==> src/rtl/excl_pkg.sv <==
package excl_pkg;
  // status word codes returned to the agent
  typedef enum logic {
    XS_OK   = 1'b0,
    XS_FAIL = 1'b1
  } xstat_e;

  // byte-size log2 of one reservation granule (doubleword)
  localparam int unsigned GRAN_LOG2 = 3;
  // largest snoop size log2 honoured; bigger codes are clamped
  localparam int unsigned SNP_MAX_LOG2 = 6;
endpackage

==> src/rtl/excl_gran_match.sv <==
module excl_gran_match #(
  parameter int unsigned ADDR_W   = 32,
  parameter int unsigned GRAN_L2  = 3,
  parameter int unsigned MAX_L2   = 6,
  parameter int unsigned SZ_W     = 3
) (
  input  logic [ADDR_W-1:0] a,
  input  logic [ADDR_W-1:0] b,
  input  logic [SZ_W-1:0]   size_l2,
  output logic              hit
);
  logic [ADDR_W-1:0] care;
  int                eff;

  always_comb begin
    eff = int'(size_l2);
    if (eff > int'(MAX_L2)) eff = int'(MAX_L2);
    for (int i = 0; i < int'(ADDR_W); i++) begin
      care[i] = (i >= int'(GRAN_L2)) && (i >= eff);
    end
    hit = (((a ^ b) & care) == '0);
  end
endmodule

==> src/rtl/excl_resv.sv <==
module excl_resv #(
  parameter int unsigned ADDR_W  = 32,
  parameter int unsigned GRAN_L2 = 3
) (
  input  logic              clk,
  input  logic              rst_n,
  input  logic              ld_set,
  input  logic [ADDR_W-1:0] ld_addr,
  input  logic              st_clr,
  input  logic              snp_clr,
  output logic              resv_valid,
  output logic [ADDR_W-1:0] resv_addr
);
  localparam logic [ADDR_W-1:0] LOW_MASK = ADDR_W'((64'd1 << GRAN_L2) - 64'd1);

  always_ff @(posedge clk) begin
    if (!rst_n) begin
      resv_valid <= 1'b0;
      resv_addr  <= '0;
    end else if (ld_set) begin
      resv_valid <= 1'b1;
      resv_addr  <= ld_addr & ~LOW_MASK;
    end else if (st_clr || snp_clr) begin
      resv_valid <= 1'b0;
    end
  end

  p_ld_sets_r2: assert property (@(posedge clk) disable iff (!rst_n)
    ld_set |=> resv_valid);
  p_st_clears_r6: assert property (@(posedge clk) disable iff (!rst_n)
    (st_clr && !ld_set) |=> !resv_valid);
  p_snoop_clears_r7: assert property (@(posedge clk) disable iff (!rst_n)
    (snp_clr && !ld_set) |=> !resv_valid);
  p_idle_keeps_r7: assert property (@(posedge clk) disable iff (!rst_n)
    (!ld_set && !st_clr && !snp_clr) |=> $stable(resv_valid));
endmodule

==> src/rtl/excl_wslot.sv <==
module excl_wslot #(
  parameter int unsigned ADDR_W = 32,
  parameter int unsigned DATA_W = 64
) (
  input  logic              clk,
  input  logic              rst_n,
  input  logic              load,
  input  logic [ADDR_W-1:0] in_addr,
  input  logic [DATA_W-1:0] in_data,
  input  logic              out_ready,
  output logic              out_valid,
  output logic [ADDR_W-1:0] out_addr,
  output logic [DATA_W-1:0] out_data
);
  always_ff @(posedge clk) begin
    if (!rst_n) begin
      out_valid <= 1'b0;
      out_addr  <= '0;
      out_data  <= '0;
    end else if (load) begin
      out_valid <= 1'b1;
      out_addr  <= in_addr;
      out_data  <= in_data;
    end else if (out_ready) begin
      out_valid <= 1'b0;
    end
  end

  p_no_clobber_r10: assert property (@(posedge clk) disable iff (!rst_n)
    load |-> !out_valid);
  p_hold_r10: assert property (@(posedge clk) disable iff (!rst_n)
    (out_valid && !out_ready) |=> (out_valid && $stable(out_addr) && $stable(out_data)));
endmodule

==> src/rtl/excl_monitor.sv <==
module excl_monitor
  import excl_pkg::*;
#(
  parameter int unsigned ADDR_W = 32,
  parameter int unsigned DATA_W = 64,
  parameter int unsigned STAT_W = 32
) (
  input  logic              clk,
  input  logic              rst_n,
  input  logic              ld_valid,
  input  logic [ADDR_W-1:0] ld_addr,
  input  logic              st_valid,
  output logic              st_ready,
  input  logic [ADDR_W-1:0] st_addr,
  input  logic [DATA_W-1:0] st_data,
  input  logic              snp_valid,
  input  logic [ADDR_W-1:0] snp_addr,
  input  logic [2:0]        snp_size,
  output logic              mem_wr_valid,
  input  logic              mem_wr_ready,
  output logic [ADDR_W-1:0] mem_wr_addr,
  output logic [DATA_W-1:0] mem_wr_data,
  output logic              resp_valid,
  output logic [STAT_W-1:0] resp_status
);
  logic              resv_valid;
  logic [ADDR_W-1:0] resv_addr;
  logic              st_in_gran;
  logic              snp_in_gran;
  logic              snp_hit;
  logic              st_fire;
  logic              grant;
  xstat_e            verdict;

  excl_gran_match #(
    .ADDR_W (ADDR_W), .GRAN_L2(GRAN_LOG2), .MAX_L2(SNP_MAX_LOG2), .SZ_W(3)
  ) u_st_cmp (
    .a(st_addr), .b(resv_addr), .size_l2(3'd0), .hit(st_in_gran)
  );

  excl_gran_match #(
    .ADDR_W (ADDR_W), .GRAN_L2(GRAN_LOG2), .MAX_L2(SNP_MAX_LOG2), .SZ_W(3)
  ) u_snp_cmp (
    .a(snp_addr), .b(resv_addr), .size_l2(snp_size), .hit(snp_in_gran)
  );

  assign snp_hit = snp_valid && resv_valid && snp_in_gran;
  assign st_fire = st_valid && st_ready;
  assign grant   = st_fire && resv_valid && st_in_gran && !snp_hit;
  assign verdict = grant ? XS_OK : XS_FAIL;

  excl_resv #(.ADDR_W(ADDR_W), .GRAN_L2(GRAN_LOG2)) u_resv (
    .clk(clk), .rst_n(rst_n),
    .ld_set(ld_valid), .ld_addr(ld_addr),
    .st_clr(st_fire), .snp_clr(snp_hit),
    .resv_valid(resv_valid), .resv_addr(resv_addr)
  );

  excl_wslot #(.ADDR_W(ADDR_W), .DATA_W(DATA_W)) u_wslot (
    .clk(clk), .rst_n(rst_n),
    .load(grant), .in_addr(st_addr), .in_data(st_data),
    .out_ready(mem_wr_ready), .out_valid(mem_wr_valid),
    .out_addr(mem_wr_addr), .out_data(mem_wr_data)
  );

  assign st_ready = !mem_wr_valid;

  always_ff @(posedge clk) begin
    if (!rst_n) begin
      resp_valid  <= 1'b0;
      resp_status <= '0;
    end else begin
      resp_valid  <= st_fire;
      resp_status <= st_fire ? STAT_W'(verdict) : '0;
    end
  end

  p_resp_follows_r11: assert property (@(posedge clk) disable iff (!rst_n)
    st_fire |=> resp_valid);
  p_resp_pulse_r11: assert property (@(posedge clk) disable iff (!rst_n)
    !st_fire |=> !resp_valid);
  p_ok_writes_r3: assert property (@(posedge clk) disable iff (!rst_n)
    (resp_valid && resp_status == '0) |-> mem_wr_valid);
  p_fail_nowrite_r4: assert property (@(posedge clk) disable iff (!rst_n)
    (resp_valid && resp_status != '0) |-> !mem_wr_valid);
  p_no_resv_fails_r9: assert property (@(posedge clk) disable iff (!rst_n)
    (st_fire && !resv_valid) |=> (resp_status != '0));
  p_stall_r10: assert property (@(posedge clk) disable iff (!rst_n)
    (mem_wr_valid && !mem_wr_ready) |=> !st_ready);
endmodule

==> config.mk <==
export PLATFORM = sky130hd
export DESIGN_NAME = excl_monitor
export DESIGN_NICKNAME = d
export VERILOG_FILES = /design/src/rtl/excl_pkg.sv /design/src/rtl/excl_gran_match.sv /design/src/rtl/excl_resv.sv /design/src/rtl/excl_wslot.sv /design/src/rtl/excl_monitor.sv
export SDC_FILE = /design/constraint.sdc
export NUM_CORES = 1
export LEC_CHECK = 0
export BUFFER_PORTS_ARGS = -buffer_cell sky130_fd_sc_hd__buf_2
export CAP_MARGIN = 20
export CORE_AREA = 8 8 119 121
export DETAILED_ROUTE_END_ITERATION = 6
export DIE_AREA = 0 0 127 129
export PLACE_DENSITY = 0.9
export REMOVE_ABC_BUFFERS = 1
export SETUP_SLACK_MARGIN = 0.4
export SLEW_MARGIN = 40
export SYNTH_ARGS = -nofsm -noshare
export SYNTH_HDL_FRONTEND = slang
export SYNTH_HIERARCHICAL = 1
export SYNTH_SLANG_ARGS = --single-unit
==> constraint.sdc <==
create_clock -name clk -period 6.6 [get_ports clk]
set_clock_uncertainty 0.05 [all_clocks]
set_input_delay 0.33 -clock clk [delete_from_list [all_inputs] [get_ports clk]]
set_output_delay 0.33 -clock clk [all_outputs]
set_load 0.03 [all_outputs]
==> flow_results.xml <==
<?xml version="1.0" encoding="UTF-8"?>
<metrics>
  <group name="die">
    <metric name="die-height" unit="um">129</metric>
    <metric name="die_width" unit="um">127</metric>
    <metric name="fp.coreArea" unit="sq um">12300</metric>
    <metric name="core.rowCount" unit="">41</metric>
    <metric name="die_area" unit="sq um">16400</metric>
    <metric name="io-pin-count" unit="">300</metric>
    <metric name="start_util" unit="%">47.6</metric>
  </group>
  <group name="timing">
    <metric name="relSlewSlack" unit="%">44.0</metric>
    <metric name="hold_violations" unit="">0</metric>
    <metric name="timing.hold.ws" unit="ns">0.130</metric>
    <metric name="timing.final.crit_share" unit="%">57.4</metric>
    <metric name="final.min_clock_period" unit="ns">3.79</metric>
    <metric name="timing.final.ws_setup" unit="ns">2.81</metric>
    <metric name="slew_viol_final" unit="">0</metric>
    <metric name="worst_pin_slew" unit="ns">0.840</metric>
    <metric name="clock.fmax" unit="MHz">264</metric>
    <metric name="finalSetupViolations" unit="">0</metric>
    <metric name="setup-tns-final" unit="ns">0</metric>
    <metric name="rsz0062_at_grt" unit="">false</metric>
  </group>
  <group name="grt">
    <metric name="global_route_wire_length_before_repair" unit="um">23800</metric>
    <metric name="use_met1" unit="%">18.6</metric>
    <metric name="first_global_vias" unit="">4765</metric>
    <metric name="grt.total_usage" unit="%">18.7</metric>
    <metric name="grt_util_met2" unit="%">32.1</metric>
    <metric name="grt_antenna_before_repair" unit="">0</metric>
    <metric name="gr-total-overflow" unit="">0</metric>
    <metric name="largest_net_degree_at_the_start_of_global_routing" unit="">73</metric>
    <metric name="gr-max-usage-layer" unit="">met2</metric>
    <metric name="grt_use_met3" unit="%">10.3</metric>
  </group>
  <group name="cells_and_area">
    <metric name="fillCellCount" unit="">1020</metric>
    <metric name="drive_gt1_share" unit="%">37.5</metric>
    <metric name="final_util" unit="%">62.1</metric>
    <metric name="syn2layout_area_growth" unit="%">30.5</metric>
    <metric name="final_non_filler_cells" unit="">958</metric>
    <metric name="antenna_cells" unit="">0</metric>
    <metric name="nets" unit="">964</metric>
  </group>
  <group name="worst_hold_path">
    <metric name="hold_start" unit="">st_data[42]</metric>
    <metric name="hold_path_end" unit="">u_wslot/out_data[42]$_SDFFE_PN0P_</metric>
    <metric name="worstHoldPathType" unit="">in2reg</metric>
    <metric name="worst_hold_path.num_cells" unit="">3</metric>
  </group>
  <group name="clock_network">
    <metric name="clock-sinks" unit="">129</metric>
    <metric name="cts_inserted_buffers" unit="">17</metric>
    <metric name="clkTransAtPathRegs" unit="ns">0.06</metric>
    <metric name="max-clock-path-buffers" unit="">2</metric>
    <metric name="cts_setup_buffers" unit="">0</metric>
    <metric name="clk_root_buffer_cell" unit="">sky130_fd_sc_hd__clkbuf_16</metric>
    <metric name="worstSkewPairLatency" unit="ns">0.41</metric>
    <metric name="cts-hold-fix-buffers" unit="">0</metric>
    <metric name="cts_repair_resize_count" unit="">0</metric>
    <metric name="cts_tree" unit="">yes</metric>
    <metric name="cts_max_level" unit="">4</metric>
  </group>
  <group name="status">
    <metric name="outcome" unit="">complete, no violations</metric>
  </group>
  <group name="power_and_ir_drop">
    <metric name="power_per_cell_area" unit="nW/um^2">247</metric>
    <metric name="power.leakage" unit="nW">3.46</metric>
    <metric name="max-vdd-ir-drop" unit="mV">0.208</metric>
  </group>
  <group name="critical_path">
    <metric name="worstPathArrival" unit="ns">4.02</metric>
    <metric name="reg2reg_to" unit="">u_wslot/out_data[28]$_SDFFE_PN0P_</metric>
    <metric name="worst-r2r-cell-count" unit="">9</metric>
    <metric name="worstPathMaxFanout" unit="">46</metric>
    <metric name="slowest_cell_on_crit_path" unit="">sky130_fd_sc_hd__and3_4</metric>
    <metric name="end_kind" unit="">flop</metric>
    <metric name="path_cells" unit="">xor2_1, nor4_1, nand4_1, nor4_2, and2_1, and3_4, buf_4, mux2i_1, nor2b_1</metric>
    <metric name="r2r-start" unit="">u_resv/resv_addr[10]$_SDFFE_PN0P_</metric>
    <metric name="wp_data_required" unit="ns">6.83</metric>
    <metric name="timing.reg2reg.setup_slack" unit="ns">2.81</metric>
    <metric name="startpoint_type" unit="">flop</metric>
    <metric name="timing.critical_path.from" unit="">u_resv/resv_addr[10]$_SDFFE_PN0P_</metric>
    <metric name="setup.worst_path.class" unit="">reg2reg</metric>
    <metric name="critical-path-max-stage-delay" unit="ns">0.75</metric>
  </group>
  <group name="route">
    <metric name="totalWireLength" unit="um">15700</metric>
    <metric name="vias" unit="">4415</metric>
    <metric name="detail_route.wl_per_cell" unit="um">16.4</metric>
    <metric name="ant_nets" unit="">0</metric>
    <metric name="vias_per_cell" unit="">4.61</metric>
    <metric name="detail_route.drc_violations" unit="">0</metric>
    <metric name="drt_pre_antenna_iters" unit="">4</metric>
    <metric name="drt_first_iter_violations" unit="">126</metric>
  </group>
  <group name="synthesis">
    <metric name="yosys_warnings" unit="">6</metric>
    <metric name="syn_inst" unit="">535</metric>
    <metric name="syn-cell-area" unit="sq um">5860</metric>
    <metric name="synth.avg_cell_area" unit="sq um">10.9</metric>
  </group>
  <group name="placed_design">
    <metric name="place.gp.congestion" unit="">0.828</metric>
    <metric name="port-buffer-count" unit="">262</metric>
    <metric name="numPlacedInstances" unit="">926</metric>
    <metric name="place_hpwl" unit="um">12100</metric>
    <metric name="dpl_ws" unit="ns">2.75</metric>
  </group>
  <group name="flow_run">
    <metric name="max_cap_violations" unit="">0</metric>
  </group>
</metrics>
## power by group
group / switching, mW / internal (mW)
Sequential: 0.0120 / 0.791
Clock: 0.330 / 0.594
Combinational: 0.0841 / 0.0764
Total: 0.426 / 1.46
## how the worst max path moves through the flow
| stage | slack [ns] | endpoint | cells past startpoint |
|---|---|---|---|
| final | 2.81 | u_wslot/out_data[28]$_SDFFE_PN0P_ | 9 |
| after global placement | 2.80 | u_wslot/out_data[19]$_SDFFE_PN0P_ | 10 |
| after floorplan | 3.06 | u_wslot/out_addr[0]$_SDFFE_PN0P_ | 8 |
| after CTS | 2.83 | u_wslot/out_data[51]$_SDFFE_PN0P_ | 9 |
| after global routing | 2.60 | u_wslot/out_data[28]$_SDFFE_PN0P_ | 9 |
| after detailed placement | 2.75 | u_wslot/out_data[51]$_SDFFE_PN0P_ | 10 |
## layer usage
| layer | up-vias | wire length [um] |
|---|---|---|
| met5 | - | 0 |
| met4 | 0 | 201 |
| met3 | 15 | 1690 |
| met2 | 191 | 7730 |
| met1 | 1978 | 6060 |
| li1 | 2231 | - |
## cell type report
| cell class | count | area [sq um] | area share, % |
|---|---|---|---|
| inverter | 1 | 3.75 | 0.0491 |
| tap | 150 | 188 | 2.45 |
| sequential | 129 | 2580 | 33.8 |
| timing repair buffer | 265 | 1340 | 17.5 |
| clock buffer | 23 | 488 | 6.38 |
| clock inverter | 9 | 105 | 1.37 |
| multi-input combinational | 381 | 2940 | 38.5 |
## worst max-delay path, delay by kind of cell (launching register included)
family	cells	cell delay, ns
xor gates and xnor gates	1	0.19
buffers and inverters	1	0.70
DFF	1	0.34
muxes	1	0.30
and+or+nand+nor	6	2.05
## registers in the layout (all words and copies together), names as in the netlist
| name | cells |
|---|---|
| resp_status | 1 |
| resp_valid | 1 |
| u_resv/resv_addr | 29 |
| u_resv/resv_valid | 1 |
| u_wslot/out_addr | 32 |
| u_wslot/out_data | 64 |
| u_wslot/out_valid | 1 |
## layout by cell type (no fill, tap or decap), types with 2 or more instances in the layout
| cell | n |
|---|---|
| sky130_fd_sc_hd__o21a_1 | 2 |
| sky130_fd_sc_hd__dfxtp_1 | 129 |
| sky130_fd_sc_hd__clkinv_2 | 4 |
| sky130_fd_sc_hd__nand4_1 | 2 |
| sky130_fd_sc_hd__clkbuf_1 | 2 |
| sky130_fd_sc_hd__buf_4 | 5 |
| sky130_fd_sc_hd__bufinv_16 | 2 |
| sky130_fd_sc_hd__a21oi_1 | 2 |
| sky130_fd_sc_hd__buf_2 | 260 |
| sky130_fd_sc_hd__mux2i_1 | 125 |
| sky130_fd_sc_hd__xor2_1 | 54 |
| sky130_fd_sc_hd__clkinv_4 | 2 |
| sky130_fd_sc_hd__xnor2_1 | 4 |
| sky130_fd_sc_hd__nor2b_1 | 126 |
| sky130_fd_sc_hd__a211oi_1 | 2 |
| sky130_fd_sc_hd__conb_1 | 36 |
| sky130_fd_sc_hd__nor4_1 | 10 |
| sky130_fd_sc_hd__o21ai_0 | 4 |
| sky130_fd_sc_hd__nor4_2 | 4 |
| sky130_fd_sc_hd__nand2_1 | 3 |
| sky130_fd_sc_hd__clkbuf_16 | 17 |
| sky130_fd_sc_hd__clkbuf_8 | 4 |
## metrics by stage
step	area (sq um)	total power, mW
floorplan	5520	0.899
global placement	7050	0.976
detailed placement	7050	0.980
CTS	7650	1.91
global route	7650	1.96
finish	7650	1.89
(Power assumes the default switching activity.)
